### src/rtl/uip_pkg.sv
package uip_pkg;
  localparam int SRC_W = 4;
  localparam int ERR_W = 4;
  localparam int REG_W = 4;
  localparam int SEL_W = 2;

  localparam int BIT_RXD   = 0;
  localparam int BIT_ERR   = 1;
  localparam int BIT_TXD   = 2;
  localparam int BIT_MODEM = 3;

  localparam logic [SRC_W-1:0] MASK_RESET = '1;

  typedef enum logic [SEL_W-1:0] {
    SEL_RAW  = 2'd0,
    SEL_PEND = 2'd1,
    SEL_MASK = 2'd2,
    SEL_ERR  = 2'd3
  } reg_sel_e;
endpackage

### src/rtl/uip_sticky_bank.sv
// Bank of sticky bits: set wins over a write-1 clear in the same cycle.
module uip_sticky_bank #(
  parameter int W = 4
) (
  input  logic         clk,
  input  logic         rst_n,
  input  logic [W-1:0] set_i,
  input  logic [W-1:0] clr_i,
  output logic [W-1:0] q_o
);
  for (genvar i = 0; i < W; i++) begin : g_bit
    always_ff @(posedge clk or negedge rst_n) begin
      if (!rst_n)          q_o[i] <= 1'b0;
      else if (set_i[i])   q_o[i] <= 1'b1;
      else if (clr_i[i])   q_o[i] <= 1'b0;
    end
  end
endmodule

### src/rtl/uip_mask_reg.sv
module uip_mask_reg #(
  parameter int          W        = 4,
  parameter logic [W-1:0] RST_VAL = '1
) (
  input  logic         clk,
  input  logic         rst_n,
  input  logic         load_i,
  input  logic [W-1:0] data_i,
  output logic [W-1:0] q_o
);
  always_ff @(posedge clk or negedge rst_n) begin
    if (!rst_n)      q_o <= RST_VAL;
    else if (load_i) q_o <= data_i;
  end
endmodule

### src/rtl/uip_err_stat.sv
// Sticky error flags, cleared by a read; a capture in the read cycle survives.
module uip_err_stat #(
  parameter int W = 4
) (
  input  logic         clk,
  input  logic         rst_n,
  input  logic         capture_i,
  input  logic [W-1:0] flags_i,
  input  logic         rd_clr_i,
  output logic [W-1:0] q_o
);
  logic [W-1:0] fresh;
  logic [W-1:0] kept;

  assign fresh = capture_i ? flags_i : '0;
  assign kept  = rd_clr_i ? '0 : q_o;

  always_ff @(posedge clk or negedge rst_n) begin
    if (!rst_n) q_o <= '0;
    else        q_o <= kept | fresh;
  end
endmodule

### src/rtl/uart_irq_ctrl.sv
module uart_irq_ctrl
  import uip_pkg::*;
(
  input  logic             clk,
  input  logic             rst_n,
  input  logic             rx_data_ev,
  input  logic             rx_err_ev,
  input  logic             tx_data_ev,
  input  logic             modem_ev,
  input  logic [ERR_W-1:0] err_flags,
  input  logic             reg_wr,
  input  logic             reg_rd,
  input  logic [SEL_W-1:0] reg_addr,
  input  logic [REG_W-1:0] reg_wdata,
  output logic [REG_W-1:0] reg_rdata,
  output logic             irq
);
  logic [SRC_W-1:0] ev_vec;
  logic [SRC_W-1:0] src_q;
  logic [SRC_W-1:0] pend_q;
  logic [SRC_W-1:0] mask_q;
  logic [ERR_W-1:0] err_q;
  logic [SRC_W-1:0] raw_clr;
  logic [SRC_W-1:0] pend_clr;
  logic [SRC_W-1:0] pend_set;
  logic             mask_load;
  logic             err_rd;
  reg_sel_e         sel;

  assign sel = reg_sel_e'(reg_addr);

  always_comb begin
    ev_vec            = '0;
    ev_vec[BIT_RXD]   = rx_data_ev;
    ev_vec[BIT_ERR]   = rx_err_ev;
    ev_vec[BIT_TXD]   = tx_data_ev;
    ev_vec[BIT_MODEM] = modem_ev;
  end

  assign raw_clr   = (reg_wr && sel == SEL_RAW)  ? reg_wdata[SRC_W-1:0] : '0;
  assign pend_clr  = (reg_wr && sel == SEL_PEND) ? reg_wdata[SRC_W-1:0] : '0;
  assign mask_load = reg_wr && sel == SEL_MASK;
  assign err_rd    = reg_rd && sel == SEL_ERR;
  assign pend_set  = src_q & ~mask_q;

  uip_sticky_bank #(.W(SRC_W)) u_raw (
    .clk(clk), .rst_n(rst_n), .set_i(ev_vec), .clr_i(raw_clr), .q_o(src_q)
  );

  uip_mask_reg #(.W(SRC_W), .RST_VAL(MASK_RESET)) u_mask (
    .clk(clk), .rst_n(rst_n), .load_i(mask_load),
    .data_i(reg_wdata[SRC_W-1:0]), .q_o(mask_q)
  );

  uip_sticky_bank #(.W(SRC_W)) u_pend (
    .clk(clk), .rst_n(rst_n), .set_i(pend_set), .clr_i(pend_clr), .q_o(pend_q)
  );

  uip_err_stat #(.W(ERR_W)) u_err (
    .clk(clk), .rst_n(rst_n), .capture_i(rx_err_ev), .flags_i(err_flags),
    .rd_clr_i(err_rd), .q_o(err_q)
  );

  always_comb begin
    unique case (sel)
      SEL_RAW:  reg_rdata = REG_W'(src_q);
      SEL_PEND: reg_rdata = REG_W'(pend_q);
      SEL_MASK: reg_rdata = REG_W'(mask_q);
      SEL_ERR:  reg_rdata = REG_W'(err_q);
      default:  reg_rdata = '0;
    endcase
  end

  assign irq = |pend_q;
endmodule

### config.mk
export PLATFORM = sky130hd
export DESIGN_NAME = uart_irq_ctrl
export DESIGN_NICKNAME = d
export VERILOG_FILES = /design/src/rtl/uip_pkg.sv /design/src/rtl/uip_sticky_bank.sv /design/src/rtl/uip_mask_reg.sv /design/src/rtl/uip_err_stat.sv /design/src/rtl/uart_irq_ctrl.sv
export SDC_FILE = /design/constraint.sdc
export NUM_CORES = 1
export LEC_CHECK = 0
export BUFFER_PORTS_ARGS = -buffer_cell sky130_fd_sc_hd__buf_2
export CAP_MARGIN = 15
export CORE_MARGIN = 8
export CORE_UTILIZATION = 33
export DETAILED_ROUTE_END_ITERATION = 12
export HOLD_SLACK_MARGIN = 0.06
export PLACE_DENSITY = 0.6
export SYNTH_ARGS = -nofsm -noshare
export SYNTH_HDL_FRONTEND = slang
export SYNTH_HIERARCHICAL = 1
export SYNTH_SLANG_ARGS = --single-unit
### constraint.sdc
create_clock -name clk -period 1.4 [get_ports clk]
set_clock_uncertainty 0.15 [all_clocks]
set_input_delay 0.21 -clock clk [delete_from_list [all_inputs] [get_ports clk]]
set_output_delay 0.21 -clock clk [all_outputs]
set_load 0.01 [all_outputs]
==> results.md, run 1 <==
* Drt pass-1 iters at 4
* Seq/Total Area, Yosys at 0.482
* First-pass GRT wire length at 3450 µm
* DIE AREA at 0.00442 mm²
* Psw at 0.271 mW
* CP Launch Type: register
* P_leak at 0.514 nW
* Final setup viols at 5
* Hold Slack at 0.200 ns
* Crit path max-delay family: simple AND/OR/NAND/NOR gates
* Pwr/cell area at 880 mW/mm²
* Ys Warns at 6
* Initial core utilization at 0.343
* Routed wire length at 2010 µm
* Final worst setup slack at -0.331 ns
* Required @ worst endpoint at 1.04 ns
* Synth area leader: dfrtp_1
* CTS H-Tree Depth at 1
* Synth top area share at 0.357
* RSZ-0062 raised after global routing: true
* Fmax achieved at 578 MHz
* Row cnt at 18
* Final Cell Area at 0.00119 mm²
* Clk pwr share at 0.245
* CTS Buffer Depth at 2
* Antenna violations before repair at 0
* Delay of the slowest critical-path stage at 0.54 ns
* Fin nets at 131
* Area delta synth->final at 41.7%
* Vias per cell at 4.59
* Layout cells sized above 1 at 0.402
* Port Buf Inserts at 22
* Switching portion of total power at 0.258
* Pin count of the biggest net entering global routing at 17
* Max-cap check violation count at 0
* Synthesized area at 841 µm²
* Max Slew Vio Count at 0
* Area of the core at 0.00245 mm²
* Hold Crit Class: in -> async
* Failing checks: setup timing
* Cell variety after synth at 17
* Status: finished with violations
* GRT Total Usage at 0.102
* Setup crit end kind: output port
* Vias after detailed routing at 652
* Routability cong. at 0.704
* Fill cells at 229
* Cell Area, Placed at 0.00101 mm²
* Max_slew headroom at 0.757
* Clock slew at reported path FFs at 0.09 ns
* Die Y at 66.5 µm
* Diode count at 0
* Critical path type: reg -> out
* Gate power share at 0.223
* Commonest non-fill, non-tap cells in the layout: buf_2 (19), dlygate4sd3_1 (13), inv_1 (12), dfrtp_1 (12), a21o_1 (8)
* Tightest Pin Transition at 0.365 ns
* Clock sink count at 16
* WP buf/inv at 1
* Syn avg cell area at 12.2 µm²
* Clk root buf: clkbuf_4
* Crit path DAT at 1.37 ns
* Drt drc at 0
* Crit path cell chain: or4_4, buf_6
* Slowest-stage cell, CP: or4_4
* Drt wl/cell at 14.1 µm
* GRT overflow at 0
* Initial DRC Count at 28
* Post-Syn Instances at 69
* Die Wd at 66.5 µm
* P_int at 0.777 mW
* Seq cells post-synth at 16
* Max VDD drop at 0.500 mV
* HPWL after DPL at 1420 µm
* Commonest non-fill, non-tap cell in the layout: buf_2
* Period Utilization, post-route at 1.24
* Later-pin clock latency in the skew report at 0.28 ns
* CTS buffer count at 3
* Antenna-violating nets left at 0
* Vias in the first global route at 754
* Seq pwr share at 0.532
* Final Hold Fails at 0
* Final core utilization at 0.485
* Ports at 23
* Area contributors post-synth: dfrtp_1 (36%), dfstp_2 (13%), mux4_1 (13%), a21o_1 (7.1%), inv_1 (5.4%)
* Post-synth net total at 87
* CTS tree: yes
* Max FO, Critical Path at 3
* Min Tclk post-route at 1.73 ns
-- per-layer routing --
layer | vias up | part of all wire | GRT usage
li1 | 329 | - | -
met1 | 304 | 0.47 | 0.123
met2 | 17 | 0.46 | 0.159
met3 | 2 | 0.058 | 0.0470
met4 | 0 | 0.0075 | 0.0320
met5 | - | 0 | 0
-- cells in the mapped netlist, drive strengths merged --
master  count
inv        12
nor2b       4
and3        1
and4b       4
or4         1
mux4        4
mux2        4
dfrtp      12
o21ai       4
clkbuf      1
nand2       4
buf         1
nor4bb      4
a21o        8
dfstp       4
and3b       1
-- power groups by stage --
stage,clock network [mW],logic (mW),registers [mW]
6_report,0.257,0.234,0.558
5_1_grt,0.289,0.260,0.565
4_1_cts,0.272,0.232,0.557
3_5_place_dp,0,0.190,0.566
3_3_place_gp,0,0.185,0.564
2_1_floorplan,0,0.115,0.552
-- worst paths after layout --
path	slack (ns)	depth (start not counted)	from	endpoint
worst max-delay path	-0.33	2	u_pend/q_o[2]$_DFFE_PN0P_	irq
worst min-delay path	0.20	2	rst_n	u_raw/q_o[3]$_DFFE_PN0P_
worst max register to register	0.35	3	u_raw/q_o[3]$_DFFE_PN0P_	u_pend/q_o[3]$_DFFE_PN0P_
worst min register to register	0.36	1	u_raw/q_o[2]$_DFFE_PN0P_	u_raw/q_o[2]$_DFFE_PN0P_
max in group asynchronous	0.59	2	rst_n	u_mask/q_o[0]$_DFFE_PN1P_
min in group clk	0.20	3	reg_rd	u_err/q_o[1]$_DFF_PN0_
-- logic make-up (layout without fill, tap and decap cells) --
family                 count (synthesis)  in the layout  share of synthesized area
DFF                                   16             16                      0.482
AOI/OAI and AO/OA                     12             12                      0.104
and+or+nand+nor                       19             19                      0.170
muxes                                  8              8                      0.179
buffers and inverters                 14             57                     0.0655
-- per-stage QoR --
step	power [mW]	cells	setup TNS, ns	worst slack (ns)
6_report	1.05	142	-1.43	-0.331
5_1_grt	1.11	142	-1.69	-0.371
4_1_cts	1.06	142	-1.49	-0.350
3_5_place_dp	0.756	123	-0.644	-0.0934
3_3_place_gp	0.749	123	-0.573	-0.0757
2_1_floorplan	0.667	69	0	0.112
-- flip-flops by register name (all words and copies together), names as in the netlist --
name / cells
u_pend/q_o: 4
u_err/q_o: 4
u_raw/q_o: 4
u_mask/q_o: 4
-- layout make-up --
class	count	area (µm²)	share of cell area
sequential	16	405	0.340
clock buffer	4	26.3	0.0221
timing repair buffer	41	304	0.255
multi-input combinational	39	373	0.313
tap	30	37.5	0.0315
inverter	12	45.0	0.0378
-- timing repair --
action                     in CTS  in global routing
hold endpoints to repair       28                  0
gates resized for setup         4                  4
buffers inserted                2                  0
setup endpoints to repair       5                  5
hold buffers                   13                  0
Power figures use the tool's default switching activity.
==> run 2, diff against run 1 <==
--- a/config.mk
+++ b/config.mk
@@ -12,6 +12,7 @@
 export DETAILED_ROUTE_END_ITERATION = 12
 export HOLD_SLACK_MARGIN = 0.06
 export PLACE_DENSITY = 0.6
+export SETUP_SLACK_MARGIN = 0.1
 export SYNTH_ARGS = -nofsm -noshare
 export SYNTH_HDL_FRONTEND = slang
 export SYNTH_HIERARCHICAL = 1
==> run 2 against run 1 <==
Net effect:
- the flow still finishes with violations (setup timing)
- first-iteration DRC count stayed put
- clock power hardly changed
- worst hold slack better by 0.00072 ns
- die area stayed put
- sequential cell count stayed put
==> results.md, run 2 (synthesis results as in run 1) <==
* Clock sink count at 16
* Die Wd at 66.5 µm
* Commonest non-fill, non-tap cell in the layout: buf_2
* Min Tclk post-route at 1.73 ns
* P_leak at 0.524 nW
* Setup crit end kind: output port
* Delay of the slowest critical-path stage at 0.54 ns
* Final Hold Fails at 0
* RSZ-0062 raised after global routing: true
* WP buf/inv at 1
* Routability cong. at 0.704
* Final Cell Area at 0.00121 mm²
* Fmax achieved at 579 MHz
* Ports at 23
* DIE AREA at 0.00442 mm²
* Fill cells at 227
* CTS H-Tree Depth at 1
* Vias in the first global route at 754
* Hold Crit Class: in -> async
* Critical path type: reg -> out
* Fin nets at 131
* CP Launch Type: register
* Antenna violations before repair at 0
* HPWL after DPL at 1420 µm
* Clk root buf: clkbuf_4
* Vias per cell at 4.71
* CTS tree: yes
* CTS buffer count at 3
* CTS Buffer Depth at 2
* Final std cells w/o fill at 142
* Dpl cells at 123
* Status: finished with violations
* Initial core utilization at 0.343
* Layout cells sized above 1 at 0.411
* Max FO, Critical Path at 3
* Crit path max-delay family: simple AND/OR/NAND/NOR gates
* First-pass GRT wire length at 3450 µm
* Required @ worst endpoint at 1.04 ns
* Multi-input combinational cell area at 388 µm²
* Cell Area, Placed at 0.00101 mm²
* Max_slew headroom at 0.757
* Routed wire length at 1990 µm
* Pre-CTS setup slack at -0.0934 ns
* Clock slew at reported path FFs at 0.09 ns
* Sequential Area at 405 µm²
* Later-pin clock latency in the skew report at 0.28 ns
* Max Slew Vio Count at 0
* Vias after detailed routing at 669
* Commonest non-fill, non-tap cells in the layout: buf_2 (19), dlygate4sd3_1 (13), inv_1 (12), dfrtp_1 (12), a21o_1 (8)
* Crit path cell chain: or4_4, buf_6
* Initial DRC Count at 28
* Drt drc at 0
* Failing checks: setup timing
* Max-cap check violation count at 0
* Drt wl/cell at 14.0 µm
* Hold Slack at 0.201 ns
* Max VDD drop at 0.500 mV
* Tightest Pin Transition at 0.365 ns
* GRT Total Usage at 0.102
* Area of the core at 0.00245 mm²
* Period Utilization, post-route at 1.23
* Slowest-stage cell, CP: or4_4
* Port Buf Inserts at 22
* GRT overflow at 0
* Final setup viols at 5
* Diode count at 0
* Row cnt at 18
* Antenna-violating nets left at 0
* Final core utilization at 0.491
* Pin count of the biggest net entering global routing at 17
* Crit path DAT at 1.37 ns
* Area delta synth->final at 43.5%
* Die Y at 66.5 µm
* Pwr/cell area at 872 mW/mm²
* Final worst setup slack at -0.326 ns
* Drt pass-1 iters at 4
run 2: power by group:
group          internal, mW  switching [mW]  total (mW)
registers             0.525          0.0331       0.558
logic                 0.145          0.0929       0.238
clock network         0.111           0.145       0.256
total                 0.780           0.271        1.05
run 2: timing repair:
| item | 4_1_cts | 5_1_grt |
|---|---|---|
| resized for setup | 4 | 6 |
| buffers inserted | 2 | 0 |
| hold buffers | 13 | 0 |
| endpoints found under the hold margin | 28 | 0 |
| setup endpoints to repair | 5 | 6 |
run 2: per-layer routing:
layer  share of wire  vias to the layer above  GRT usage  routed length, µm
met1            0.45                      314      0.123                906
li1                -                      331          -                  -
met3           0.069                        2     0.0470                138
met5               0                        -          0                  0
met2            0.47                       22      0.159                931
met4          0.0075                        0     0.0320                 15
run 2: layout make-up:
type / count / share of cell area
tap: 30 / 0.0311
sequential: 16 / 0.336
inverter: 12 / 0.0373
multi-input combinational: 39 / 0.322
timing repair buffer: 41 / 0.252
clock buffer: 4 / 0.0218
run 2: stage by stage:
| stage | power, mW | setup TNS (ns) |
|---|---|---|
| floorplan | 0.667 | 0 |
| global placement | 0.749 | -0.573 |
| detailed placement | 0.756 | -0.644 |
| CTS | 1.06 | -1.49 |
| global route | 1.12 | -1.69 |
| finish | 1.05 | -1.42 |
run 2: final timing paths:
kind / start / end / slack [ns] / cells past startpoint
min: rst_n / u_raw/q_o[3]$_DFFE_PN0P_ / 0.20 / 2
min in group clk: reg_rd / u_err/q_o[1]$_DFF_PN0_ / 0.20 / 3
min reg2reg: u_raw/q_o[2]$_DFFE_PN0P_ / u_raw/q_o[2]$_DFFE_PN0P_ / 0.36 / 1
max reg2reg: u_raw/q_o[3]$_DFFE_PN0P_ / u_pend/q_o[3]$_DFFE_PN0P_ / 0.35 / 3
max in group asynchronous: rst_n / u_mask/q_o[0]$_DFFE_PN1P_ / 0.59 / 2
max: u_pend/q_o[2]$_DFFE_PN0P_ / irq / -0.33 / 2
